--- src/rtl/cmdslot_pkg.sv ---
package cmdslot_pkg;
  localparam int IDX_W = 3;
  typedef enum logic [IDX_W-1:0] {
    IDX_CMD = 3'd0,
    IDX_DAT = 3'd1,
    IDX_RXA = 3'd2,
    IDX_RXB = 3'd3,
    IDX_FLG = 3'd4
  } slot_idx_e;

  localparam int FL_CMD_EMPTY  = 0;
  localparam int FL_DAT_EMPTY  = 1;
  localparam int FL_BOTH_EMPTY = 2;
  localparam int FL_BUSY_A     = 3;
  localparam int FL_BUSY_B     = 4;
  localparam int FL_VALID_A    = 5;
  localparam int FL_VALID_B    = 6;
  localparam int FL_W          = 7;
  localparam int RX_LANES      = 2;
endpackage

--- src/rtl/cmdslot_seq.sv ---
module cmdslot_seq #(
  parameter int SLOT_W  = 20,
  parameter int CADDR_W = 7,
  parameter int CDATA_W = 16
) (
  input  logic               clk,
  input  logic               rst,
  input  logic               go,
  input  logic [SLOT_W-1:0]  go_slot,
  input  logic [SLOT_W-1:0]  dat_slot,
  input  logic               cdc_done,
  output logic [CADDR_W-1:0] cdc_addr,
  output logic [CDATA_W-1:0] cdc_wdata,
  output logic               cdc_wr,
  output logic               cdc_rd,
  output logic               pend,
  output logic               pend_rd,
  output logic               fin,
  output logic               fin_rd
);
  localparam int RW_BIT = SLOT_W - 1;

  // completion is only meaningful while an access is outstanding
  assign fin    = pend && cdc_done;
  assign fin_rd = fin && pend_rd;

  always_ff @(posedge clk) begin
    if (rst) begin
      pend      <= 1'b0;
      pend_rd   <= 1'b0;
      cdc_wr    <= 1'b0;
      cdc_rd    <= 1'b0;
      cdc_addr  <= '0;
      cdc_wdata <= '0;
    end else begin
      cdc_wr <= 1'b0;
      cdc_rd <= 1'b0;
      if (go) begin
        pend      <= 1'b1;
        pend_rd   <= go_slot[RW_BIT];
        cdc_wr    <= !go_slot[RW_BIT];
        cdc_rd    <= go_slot[RW_BIT];
        cdc_addr  <= go_slot[RW_BIT-1 -: CADDR_W];
        cdc_wdata <= dat_slot[SLOT_W-1 -: CDATA_W];
      end else if (fin) begin
        pend    <= 1'b0;
        pend_rd <= 1'b0;
      end
    end
  end
endmodule

--- src/rtl/cmdslot_rx.sv ---
module cmdslot_rx
  import cmdslot_pkg::*;
#(
  parameter int SLOT_W  = 20,
  parameter int CDATA_W = 16
) (
  input  logic                clk,
  input  logic                rst,
  input  logic                start_rd,
  input  logic                fin_rd,
  input  logic [SLOT_W-1:0]   cmd_slot,
  input  logic [CDATA_W-1:0]  cdc_rdata,
  input  logic [RX_LANES-1:0] take,
  output logic [SLOT_W-1:0]   rx_a,
  output logic [SLOT_W-1:0]   rx_b,
  output logic [RX_LANES-1:0] busy,
  output logic [RX_LANES-1:0] valid
);
  localparam int SHIFT = SLOT_W - CDATA_W;

  always_ff @(posedge clk) begin
    if (rst) begin
      rx_a <= '0;
      rx_b <= '0;
      busy <= '0;
    end else if (fin_rd) begin
      rx_a <= {1'b0, cmd_slot[SLOT_W-2:0]};
      rx_b <= {cdc_rdata, {SHIFT{1'b0}}};
      busy <= '0;
    end else if (start_rd) begin
      busy <= '1;
    end
  end

  // completion outranks a software read of the same lane
  for (genvar i = 0; i < RX_LANES; i++) begin : g_lane
    always_ff @(posedge clk) begin
      if (rst)          valid[i] <= 1'b0;
      else if (fin_rd)  valid[i] <= 1'b1;
      else if (take[i]) valid[i] <= 1'b0;
    end
  end
endmodule

--- src/rtl/cmdslot_ctrl.sv ---
module cmdslot_ctrl
  import cmdslot_pkg::*;
#(
  parameter int SLOT_W  = 20,
  parameter int CADDR_W = 7,
  parameter int CDATA_W = 16
) (
  input  logic               clk,
  input  logic               rst,
  input  logic               sw_wr,
  input  logic               sw_rd,
  input  logic [IDX_W-1:0]   sw_idx,
  input  logic [SLOT_W-1:0]  sw_wdata,
  output logic [SLOT_W-1:0]  sw_rdata,
  output logic [CADDR_W-1:0] cdc_addr,
  output logic [CDATA_W-1:0] cdc_wdata,
  output logic               cdc_wr,
  output logic               cdc_rd,
  input  logic [CDATA_W-1:0] cdc_rdata,
  input  logic               cdc_done
);
  localparam int RW_BIT = SLOT_W - 1;

  logic [SLOT_W-1:0]   cmd_q, dat_q, rx_a, rx_b;
  logic                cmd_empty, dat_empty;
  logic                pend, pend_rd, fin, fin_rd;
  logic [RX_LANES-1:0] rx_busy, rx_valid, take;
  logic [FL_W-1:0]     flag_v;
  logic                wr_cmd, wr_dat, go;

  assign wr_cmd = sw_wr && (sw_idx == IDX_CMD);
  assign wr_dat = sw_wr && (sw_idx == IDX_DAT);
  assign go     = wr_cmd && !pend;
  assign take   = {sw_rd && (sw_idx == IDX_RXB), sw_rd && (sw_idx == IDX_RXA)};

  always_ff @(posedge clk) begin
    if (rst) begin
      cmd_q     <= '0;
      dat_q     <= '0;
      cmd_empty <= 1'b1;
      dat_empty <= 1'b1;
    end else begin
      if (go)     cmd_q <= sw_wdata;
      if (wr_dat) dat_q <= sw_wdata;
      if (go)       cmd_empty <= 1'b0;
      else if (fin) cmd_empty <= 1'b1;
      if (wr_dat)                  dat_empty <= 1'b0;
      else if (fin && !pend_rd)    dat_empty <= 1'b1;
    end
  end

  cmdslot_seq #(.SLOT_W(SLOT_W), .CADDR_W(CADDR_W), .CDATA_W(CDATA_W)) u_seq (
    .clk(clk), .rst(rst), .go(go), .go_slot(sw_wdata), .dat_slot(dat_q),
    .cdc_done(cdc_done), .cdc_addr(cdc_addr), .cdc_wdata(cdc_wdata),
    .cdc_wr(cdc_wr), .cdc_rd(cdc_rd), .pend(pend), .pend_rd(pend_rd),
    .fin(fin), .fin_rd(fin_rd)
  );

  cmdslot_rx #(.SLOT_W(SLOT_W), .CDATA_W(CDATA_W)) u_rx (
    .clk(clk), .rst(rst), .start_rd(go && sw_wdata[RW_BIT]), .fin_rd(fin_rd),
    .cmd_slot(cmd_q), .cdc_rdata(cdc_rdata), .take(take),
    .rx_a(rx_a), .rx_b(rx_b), .busy(rx_busy), .valid(rx_valid)
  );

  always_comb begin
    flag_v                = '0;
    flag_v[FL_CMD_EMPTY]  = cmd_empty;
    flag_v[FL_DAT_EMPTY]  = dat_empty;
    flag_v[FL_BOTH_EMPTY] = cmd_empty && dat_empty;
    flag_v[FL_BUSY_A]     = rx_busy[0];
    flag_v[FL_BUSY_B]     = rx_busy[1];
    flag_v[FL_VALID_A]    = rx_valid[0];
    flag_v[FL_VALID_B]    = rx_valid[1];
  end

  always_ff @(posedge clk) begin
    if (rst) begin
      sw_rdata <= '0;
    end else if (sw_rd) begin
      case (sw_idx)
        IDX_CMD: sw_rdata <= cmd_q;
        IDX_DAT: sw_rdata <= dat_q;
        IDX_RXA: sw_rdata <= rx_a;
        IDX_RXB: sw_rdata <= rx_b;
        IDX_FLG: sw_rdata <= SLOT_W'(flag_v);
        default: sw_rdata <= '0;
      endcase
    end
  end
endmodule

--- config.mk ---
export PLATFORM = sky130hd
export DESIGN_NAME = cmdslot_ctrl
export DESIGN_NICKNAME = d
export VERILOG_FILES = /design/src/rtl/cmdslot_pkg.sv /design/src/rtl/cmdslot_seq.sv /design/src/rtl/cmdslot_rx.sv /design/src/rtl/cmdslot_ctrl.sv
export SDC_FILE = /design/constraint.sdc
export NUM_CORES = 1
export LEC_CHECK = 0
export ABC_AREA = 1
export ABC_CLOCK_PERIOD_IN_PS = 1450
export BUFFER_PORTS_ARGS = -buffer_cell sky130_fd_sc_hd__buf_2
export CORE_MARGIN = 1.5
export CORE_UTILIZATION = 44
export CTS_CLUSTER_SIZE = 8
export DETAILED_ROUTE_END_ITERATION = 12
export PLACE_DENSITY = 0.68
export SYNTH_ARGS = -nofsm -noshare
export SYNTH_HDL_FRONTEND = slang
export SYNTH_SLANG_ARGS = --single-unit
--- constraint.sdc ---
create_clock -name clk -period 1.45 [get_ports clk]
set_clock_uncertainty 0.1 [all_clocks]
set_input_delay 0.29 -clock clk [delete_from_list [all_inputs] [get_ports clk]]
set_output_delay 0.29 -clock clk [all_outputs]
set_load 0.02 [all_outputs]
======== Word level (Yosys, flattened, before mapping) ========
Cells that the tools add are included.
cells by class
  bitwise operators ....................... 1
  equality and inequality tests ........... 4
  multiplexer cells ....................... 12
  reductions and logical operators ........ 20
operators with widths
  operator                                                         count
  20-bit one-hot mux with 5 select lines                           1
  1-bit 2-to-1 mux                                                 11
  1-bit logical AND                                                10
  2-bit nonzero test                                               4
  3-bit by 2-bit == test with 1-bit output, second input constant  2
  2-bit OR reduction                                               2
  3-bit by 1-bit == test with 1-bit output, second input constant  1
  3-bit == test, second input constant                             1
  1-bit zero test                                                  3
  3-bit zero test                                                  1
  1-bit NOT                                                        1
word-level totals
  output and inout port bits .............. 45
  bits of input ports ..................... 44
  register bits ........................... 127
  word-level logic and storage cells ...... 53

======== Depth between registers and ports, before layout ========
Gate-level depths: netlist (run 1).
  depth after elaboration ................. 5
  gate-level depth with buffers ........... 11
  gate-level depth less buffers ........... 8

======== Hierarchy ========
A second synthesis (run 1) with hierarchy kept.
unflattened totals
  cell total of the unflattened synthesis .. 721
  area total of the unflattened synthesis .. 5,198.7 µm²
by module, submodules not included
  module        sequential area each (µm²)  cells an instance  instances  area each (µm²)
  cmdslot_ctrl  1,241.2                     435                1          2,909.0
  cmdslot_rx    760.7                       170                1          1,387.6
  cmdslot_seq   540.5                       116                1          902.1

======== Worst setup path before layout (run 1) ========
Ideal clock, no wire load.
  kind .................................... input -> register
  start ................................... input port sw_idx[2]
  end ..................................... register u_seq.cdc_wdata[15]
  setup time .............................. 0.132 ns
  arrival ................................. 1.228 ns
  stages on the path ...................... 10
  path slack .............................. -0.010 ns
  buffers on the path ..................... 4
  required time ........................... 1.218 ns
  path through ............................ buf_4 inv_2 buf_6 nand2_1 inv_2 nand3_2 buf_4 buf_4 nand2_1 a21oi_1
on the way
  longest elaborated chain between the ends .. 3
ends and longest elaborated chain
  element               line                source
  start, declared       cmdslot_ctrl.sv:12  input logic [IDX_W-1:0] sw_idx,
  3-bit zero test       cmdslot_ctrl.sv:31  assign wr_cmd = sw_wr && (sw_idx == IDX_CMD);
  1-bit logical AND     cmdslot_ctrl.sv:31
  1-bit logical AND     cmdslot_ctrl.sv:33  assign go = wr_cmd && !pend;
  end signal, assigned  cmdslot_seq.sv:44   cdc_wdata <= dat_slot[SLOT_W-1 -: CDATA_W];
  end, declared         cmdslot_seq.sv:13   output logic [CDATA_W-1:0] cdc_wdata,
Every way passes these cells.
A chain may end at the register's enable or synchronous reset.

==> summary.txt, run 1 <==
Run status
  – Status: complete, no violations

Routing
  – Vias after detailed routing: ~4700
  – Iteration count of the initial detailed-routing pass: 4
  – Final ANT Viol Nets: 0
  – WL final: roughly 13000 um
  – Initial DRC Count: 311
  – Residual DRC: 0
  – Via density: between 4 and 5
  – DR WL/cell: about 14 um

Place
  – RD Place Congestion: 0.889
  – I/O Buffers: 88
  – DPL Wire Length: 9070 um
  – Dpl ws: -134 ps
  – Dpl cell area: roughly 5600 um^2

Worst setup path
  – Worst Path Arrival: around 1000 ps
  – Slowest cell on crit path: dfxtp_4
  – Top Family by Delay on Critical Path: flip-flops
  – CP Max Fanout: 4
  – Worst Path Buf+Inv: 1
  – CP Class: flip-flop to output pin
  – Crit path largest cell delay: 360 ps
  – Critical path required time: 1060 ps
  – Worst path cell trace: buf_4
  – Worst reg2reg setup slack: 110 ps
  – Crit path launch type: flip-flop
  – CP Capture Type: output pin

Synthesis
  – Synth top area cells: dfxtp_1 49%, a21oi_1 10%, o21ai_0 9.1%, nand2_1 8.6%, nor2_1 5.5%
  – Post-Synth XOR/XNOR Area: 0%
  – Post-Syn Nets: just over 700
  – Syn Area/Cell: 7.32 um^2
  – Yosys warnings: 0
  – Post-synthesis sequential area ratio: 49.3%
  – Asr flop ratio synth: 0%
  – Top cell type's share of synthesized area: 49.3%
  – EDFF count, synth: 0
  – Cell Area, Synth: 4870 um^2
  – Compound-cell area share of the yosys netlist: between 10% and 20%
  – Combinational family with the most area after synthesis: simple AND/OR/NAND/NOR gates
  – Mux cell area share after synthesis: 0%
  – Yosys top cell by area: dfxtp_1
  – Simple-gate share of the synthesized area: 20.0%
  – Synthesized instance count: 665
  – Yosys cell types: 22
  – Synth Area in Adders: 0%
  – Synth Flop Type: dfxtp_1
  – Top-count cell post-synth: dfxtp_1
  – Yosys reg bits: 120
  – Synth cell count leaders: 120 x dfxtp_1, 111 x nand2_1, 98 x a21oi_1, 89 x o21ai_0, 71 x nor2_1

Global route
  – Number of global-route vias before repair: 4467
  – Pin count of the biggest net entering global routing: 50
  – Final global-route overflow total: 0
  – GRT Total Usage: 24.3%
  – Global-route wire length before repair: 22000 um
  – Initial antenna violation count: 0

Timing
  – Setup Viol. Count Final: 0
  – RSZ-0062 raised after global routing: no
  – Final TNS setup: 0 ps
  – Fmax: 0.706 GHz
  – Slew HR: 67.5%
  – Tmin final: between 1000 and 1500 ps
  – Max Transition Viols Final: 0
  – Final WS setup: 32.7 ps
  – Endpoints failing hold: 0
  – Tightest Pin Transition: 488 ps
  – Crit share post-route: ~98%

Die
  – I/O pin cnt: 89
  – Placeable Area: 10800 um^2
  – DIE AREA: around 12000 um^2
  – Die width: 108 um
  – Die Ht: approximately 110 um
  – Cell row count: 38
  – Initial core utilization: a little under half

CTS
  – CTS tree: yes
  – Max Buffers Root-to-Sink: 2
  – Worst skew pair latency: 520 ps
  – Clock sink count: 120
  – H-tree levels: 4
  – Clock root cell: clkbuf_8
  – Setup Fix Bufs, Post-CTS: 0
  – Worst-path clk slew: 50 ps
  – CTS buffer count: 17

Power and ir drop
  – Power Total: 8.45 mW
  – VDD IR max: between 700 and 800 uV
  – Leak: 2.81 nW
  – Pwr Density: 1270 nW/um^2

Layout
  – # diodes: 0
  – Synth-to-layout area growth: 37.0%
  – Filler cells: 923
  – Finished Cell Area: about 6700 um^2
  – Share of cells above drive strength 1: 21.6%
  – Nets@finish: 840

Flow run
  – Max cap viols: 0

Hold path
  – Min-delay worst type: primary input to flip-flop
==> cell type report <==
cell class | instances | area [um^2] | share of cell area [%]
inverter | 67 | 254 | 3.81
multi-input combinational | 426 | 1940 | 29.1
clock buffer | 20 | 435 | 6.53
tap | 140 | 175 | 2.63
clock inverter | 12 | 198 | 2.96
timing repair buffer | 164 | 1250 | 18.8
sequential | 120 | 2410 | 36.2
==> layer usage <==
metal	vias to the layer above	routed length (um)	track usage, %
li1	2420	-	-
met1	2150	6470	33.4
met2	150	5820	36.9
met3	15	842	6.69
met4	0	163	7.61
met5	-	0	0
==> kinds of logic (layout without fill, tap and decap cells) <==
kind of cell           after synthesis  count (layout)
AO/OA/AOI/OAI                      191             191
buffers and inverters              119             263
flip-flops                         120             120
AND/OR/NAND/NOR                    235             235
==> path summary, 6_finish.rpt <==
kind,cells after the start,endpoint,startpoint
worst min register to register,2,u_rx.rx_a[13],u_rx.rx_a[13]
worst min-delay path,4,cmd_empty,cdc_done
worst max register to register,6,cmd_q[13],u_seq.pend
worst max-delay path,1,cdc_addr[0],cmd_q[12]
==> through the flow <==
stage	hold slack, ps	cells	util, %
2_1_floorplan	269	665	-
3_3_place_gp	331	879	51.8
3_5_place_dp	339	879	51.8
4_1_cts	51.6	949	61.4
5_1_grt	82.9	949	61.8
6_report	60.2	949	61.8
==> registers in the layout, summed over array words and instances (netlist names) <==
| name | cells |
|---|---|
| cmd_q | 20 |
| dat_q | 20 |
| sw_rdata | 20 |
| u_rx.rx_a | 19 |
| u_rx.rx_b | 16 |
| u_seq.cdc_wdata | 16 |
| u_rx.valid | 2 |
| cmd_empty | 1 |
| dat_empty | 1 |
| u_rx.busy | 1 |
| u_seq.cdc_rd | 1 |
| u_seq.cdc_wr | 1 |
| u_seq.pend | 1 |
| u_seq.pend_rd | 1 |
==> what timing repair did <==
action                                  in CTS  in global routing
endpoints found under the setup margin       7                 53
hold endpoints to repair                    52                  0
hold buffers                                38                  0
resized for setup                           13                 18
==> power by group <==
group | internal [mW] | switching [mW]
Combinational | 0.252 | 0.308
Clock | 3.01 | 1.50
Sequential | 3.35 | 0.0335
==> cell usage in the layout, fill, tap and decap left out, types with 3 or more instances in the layout <==
master	Yosys	final
a21oi_1	98	98
buf_12	0	8
buf_2	11	71
buf_4	11	46
bufinv_16	0	5
clkbuf_16	0	16
clkinv_2	0	3
dfxtp_1	120	113
dfxtp_2	0	6
dlygate4sd3_1	0	38
inv_1	60	60
inv_2	6	6
nand2_1	111	111
nand3_1	39	39
nand4_1	8	8
nor2_1	71	71
o21ai_0	89	87
No activity file was read; power rests on OpenSTA's default activity.
==> inputs of run 2 (changes only) <==
--- a/config.mk
+++ b/config.mk
@@ -10,6 +10,7 @@
 export BUFFER_PORTS_ARGS = -buffer_cell sky130_fd_sc_hd__buf_2
 export CORE_MARGIN = 1.5
 export CORE_UTILIZATION = 44
+export CTS_BUF_LIST = sky130_fd_sc_hd__clkbuf_4 sky130_fd_sc_hd__clkbuf_8 sky130_fd_sc_hd__clkbuf_16
 export CTS_CLUSTER_SIZE = 8
 export DETAILED_ROUTE_END_ITERATION = 12
 export PLACE_DENSITY = 0.68
==> summary.txt, run 2 (same netlist as run 1, synthesis figures left out) <==
Timing
  – Slew HR: 68.5%
  – WHS: 41.0 ps
  – Tmin final: 1420 ps
  – Crit share post-route: a little over nine tenths
  – Fmax: 0.706 GHz
  – Final TNS setup: 0 ps
  – RSZ-0062 raised after global routing: no
  – Endpoints failing hold: 0
  – Max Transition Viols Final: 0
  – Setup Viol. Count Final: 0
  – Tightest Pin Transition: 473 ps

Layout
  – Filler cells: 927
  – # diodes: 0
  – Finished Cell Area: 6670 um^2
  – Share of cells above drive strength 1: 21.9%
  – Area of the multi-input gates: a little under 2000 um^2
  – Nets@finish: 839
  – Commonest non-fill, non-tap cells in the layout: 113 x dfxtp_1, 111 x nand2_1, 98 x a21oi_1
  – Top Registers: cmd_q: 20 flops, dat_q: 20 flops, sw_rdata: 20 flops
  – Synth-to-layout area growth: 36.9%
  – Register area: approximately 2400 um^2
  – Commonest non-fill, non-tap cell in the layout: dfxtp_1

Die
  – Die width: 108 um
  – Placeable Area: 10800 um^2
  – I/O pin cnt: 89
  – Die Ht: 108 um
  – Initial core utilization: 45.1%
  – Cell row count: 38
  – DIE AREA: 11700 um^2

Worst setup path
  – CP endpoint: cdc_addr[0]
  – Worst reg2reg setup slack: 110 ps
  – Worst Path Arrival: 1030 ps
  – Number of stages on the worst setup path: 1
  – Worst Path Buf+Inv: 1
  – R2r endpoint: u_rx.rx_b[16]
  – CP Capture Type: output pin
  – Crit path launch type: flip-flop
  – Crit path from: cmd_q[12]
  – Crit path largest cell delay: around 360 ps
  – R2r startpoint: u_seq.pend
  – CP Max Fanout: 4
  – Critical path required time: between 1000 and 1500 ps
  – Worst path cell trace: buf_4
  – CP Class: flip-flop to output pin
  – Top Family by Delay on Critical Path: flip-flops
  – R2r worst-path depth: 6
  – Slowest cell on crit path: dfxtp_4

Routing
  – Initial DRC Count: 311
  – WL final: 13300 um
  – Residual DRC: 0
  – DR WL/cell: 14.0 um
  – Vias after detailed routing: 4713
  – Iteration count of the initial detailed-routing pass: 5
  – Final ANT Viol Nets: 0
  – Via density: 4.97

CTS
  – H-tree levels: 4
  – Setup Fix Bufs, Post-CTS: 0
  – Max Buffers Root-to-Sink: 2
  – Worst skew pair latency: 520 ps
  – Clock root cell: clkbuf_8
  – Worst-path clk slew: 60 ps
  – CTS buffer count: 17
  – Clock sink count: 120
  – CTS tree: yes

Place
  – DPL Wire Length: 9070 um
  – I/O Buffers: 88
  – Dpl cell area: 5590 um^2
  – RD Place Congestion: approximately 0.9

Global route
  – Global-route wire length before repair: 21900 um
  – Number of global-route vias before repair: 4458
  – GRT Total Usage: 24.2%
  – Final global-route overflow total: 0
  – Pin count of the biggest net entering global routing: 50
  – Initial antenna violation count: 0

Run status
  – Status: complete, no violations

Power and ir drop
  – Pwr Density: 1270 nW/um^2
  – VDD IR max: 705 uV
  – Leak: 2.81 nW
  – Power Total: about 8.5 mW

Flow run
  – Max cap viols: 0

Hold path
  – Min-delay worst type: primary input to flip-flop
[run 2: cell types whose count changed in the layout (fill, tap and decap cells not counted), sizes merged]
cell / previous run / this run
dlygate4sd3: 38 / 37
[run 2: worst min-delay path by stage]
stage | cells after the start | endpoint | start
final | 3 | u_rx.rx_b[16] | cdc_rdata[12]
after global routing | 3 | u_rx.rx_b[16] | cdc_rdata[12]
after CTS | 3 | u_rx.rx_b[16] | cdc_rdata[12]
after detailed placement | 2 | u_rx.rx_a[11] | u_rx.rx_a[11]
after global placement | 2 | u_rx.rx_a[11] | u_rx.rx_a[11]
after floorplan | 1 | u_seq.cdc_wr | sw_wdata[19]
[run 2: power breakdown]
| group | switching, mW | internal (mW) |
|---|---|---|
| Combinational | 0.308 | 0.250 |
| Sequential | 0.0335 | 3.35 |
| Clock | 1.48 | 3.04 |
| Total | 1.83 | 6.65 |
[run 2: area by class of cell]
cell class,count,share of cell area (%)
sequential,120,36.2
multi-input combinational,426,29.2
timing repair buffer,163,18.6
clock buffer,20,6.64
inverter,67,3.81
clock inverter,12,2.96
tap,140,2.63
[run 2: routing by layer]
| layer | GRT usage [%] | part of all wire, % | wire [um] |
|---|---|---|---|
| met5 | 0 | 0 | 0 |
| met4 | 7.42 | 1.2 | 160 |
| met3 | 6.69 | 6.5 | 857 |
| met2 | 36.8 | 44 | 5890 |
| met1 | 33.4 | 48 | 6370 |
[run 2: repair_timing]
item,4_1_cts,5_1_grt
endpoints found under the setup margin,7,53
gates resized for setup,13,18
hold buffers,37,0
hold endpoints to repair,51,0
[run 2: metrics by stage]
stage / utilization, % / cells / worst slack, ps
after floorplan: - / 665 / -1.72
after global placement: 51.8 / 879 / -60.6
after detailed placement: 51.8 / 879 / -134
after CTS: 61.4 / 948 / 0.155
after global routing: 61.8 / 948 / 0.245
final: 61.8 / 948 / 34.1
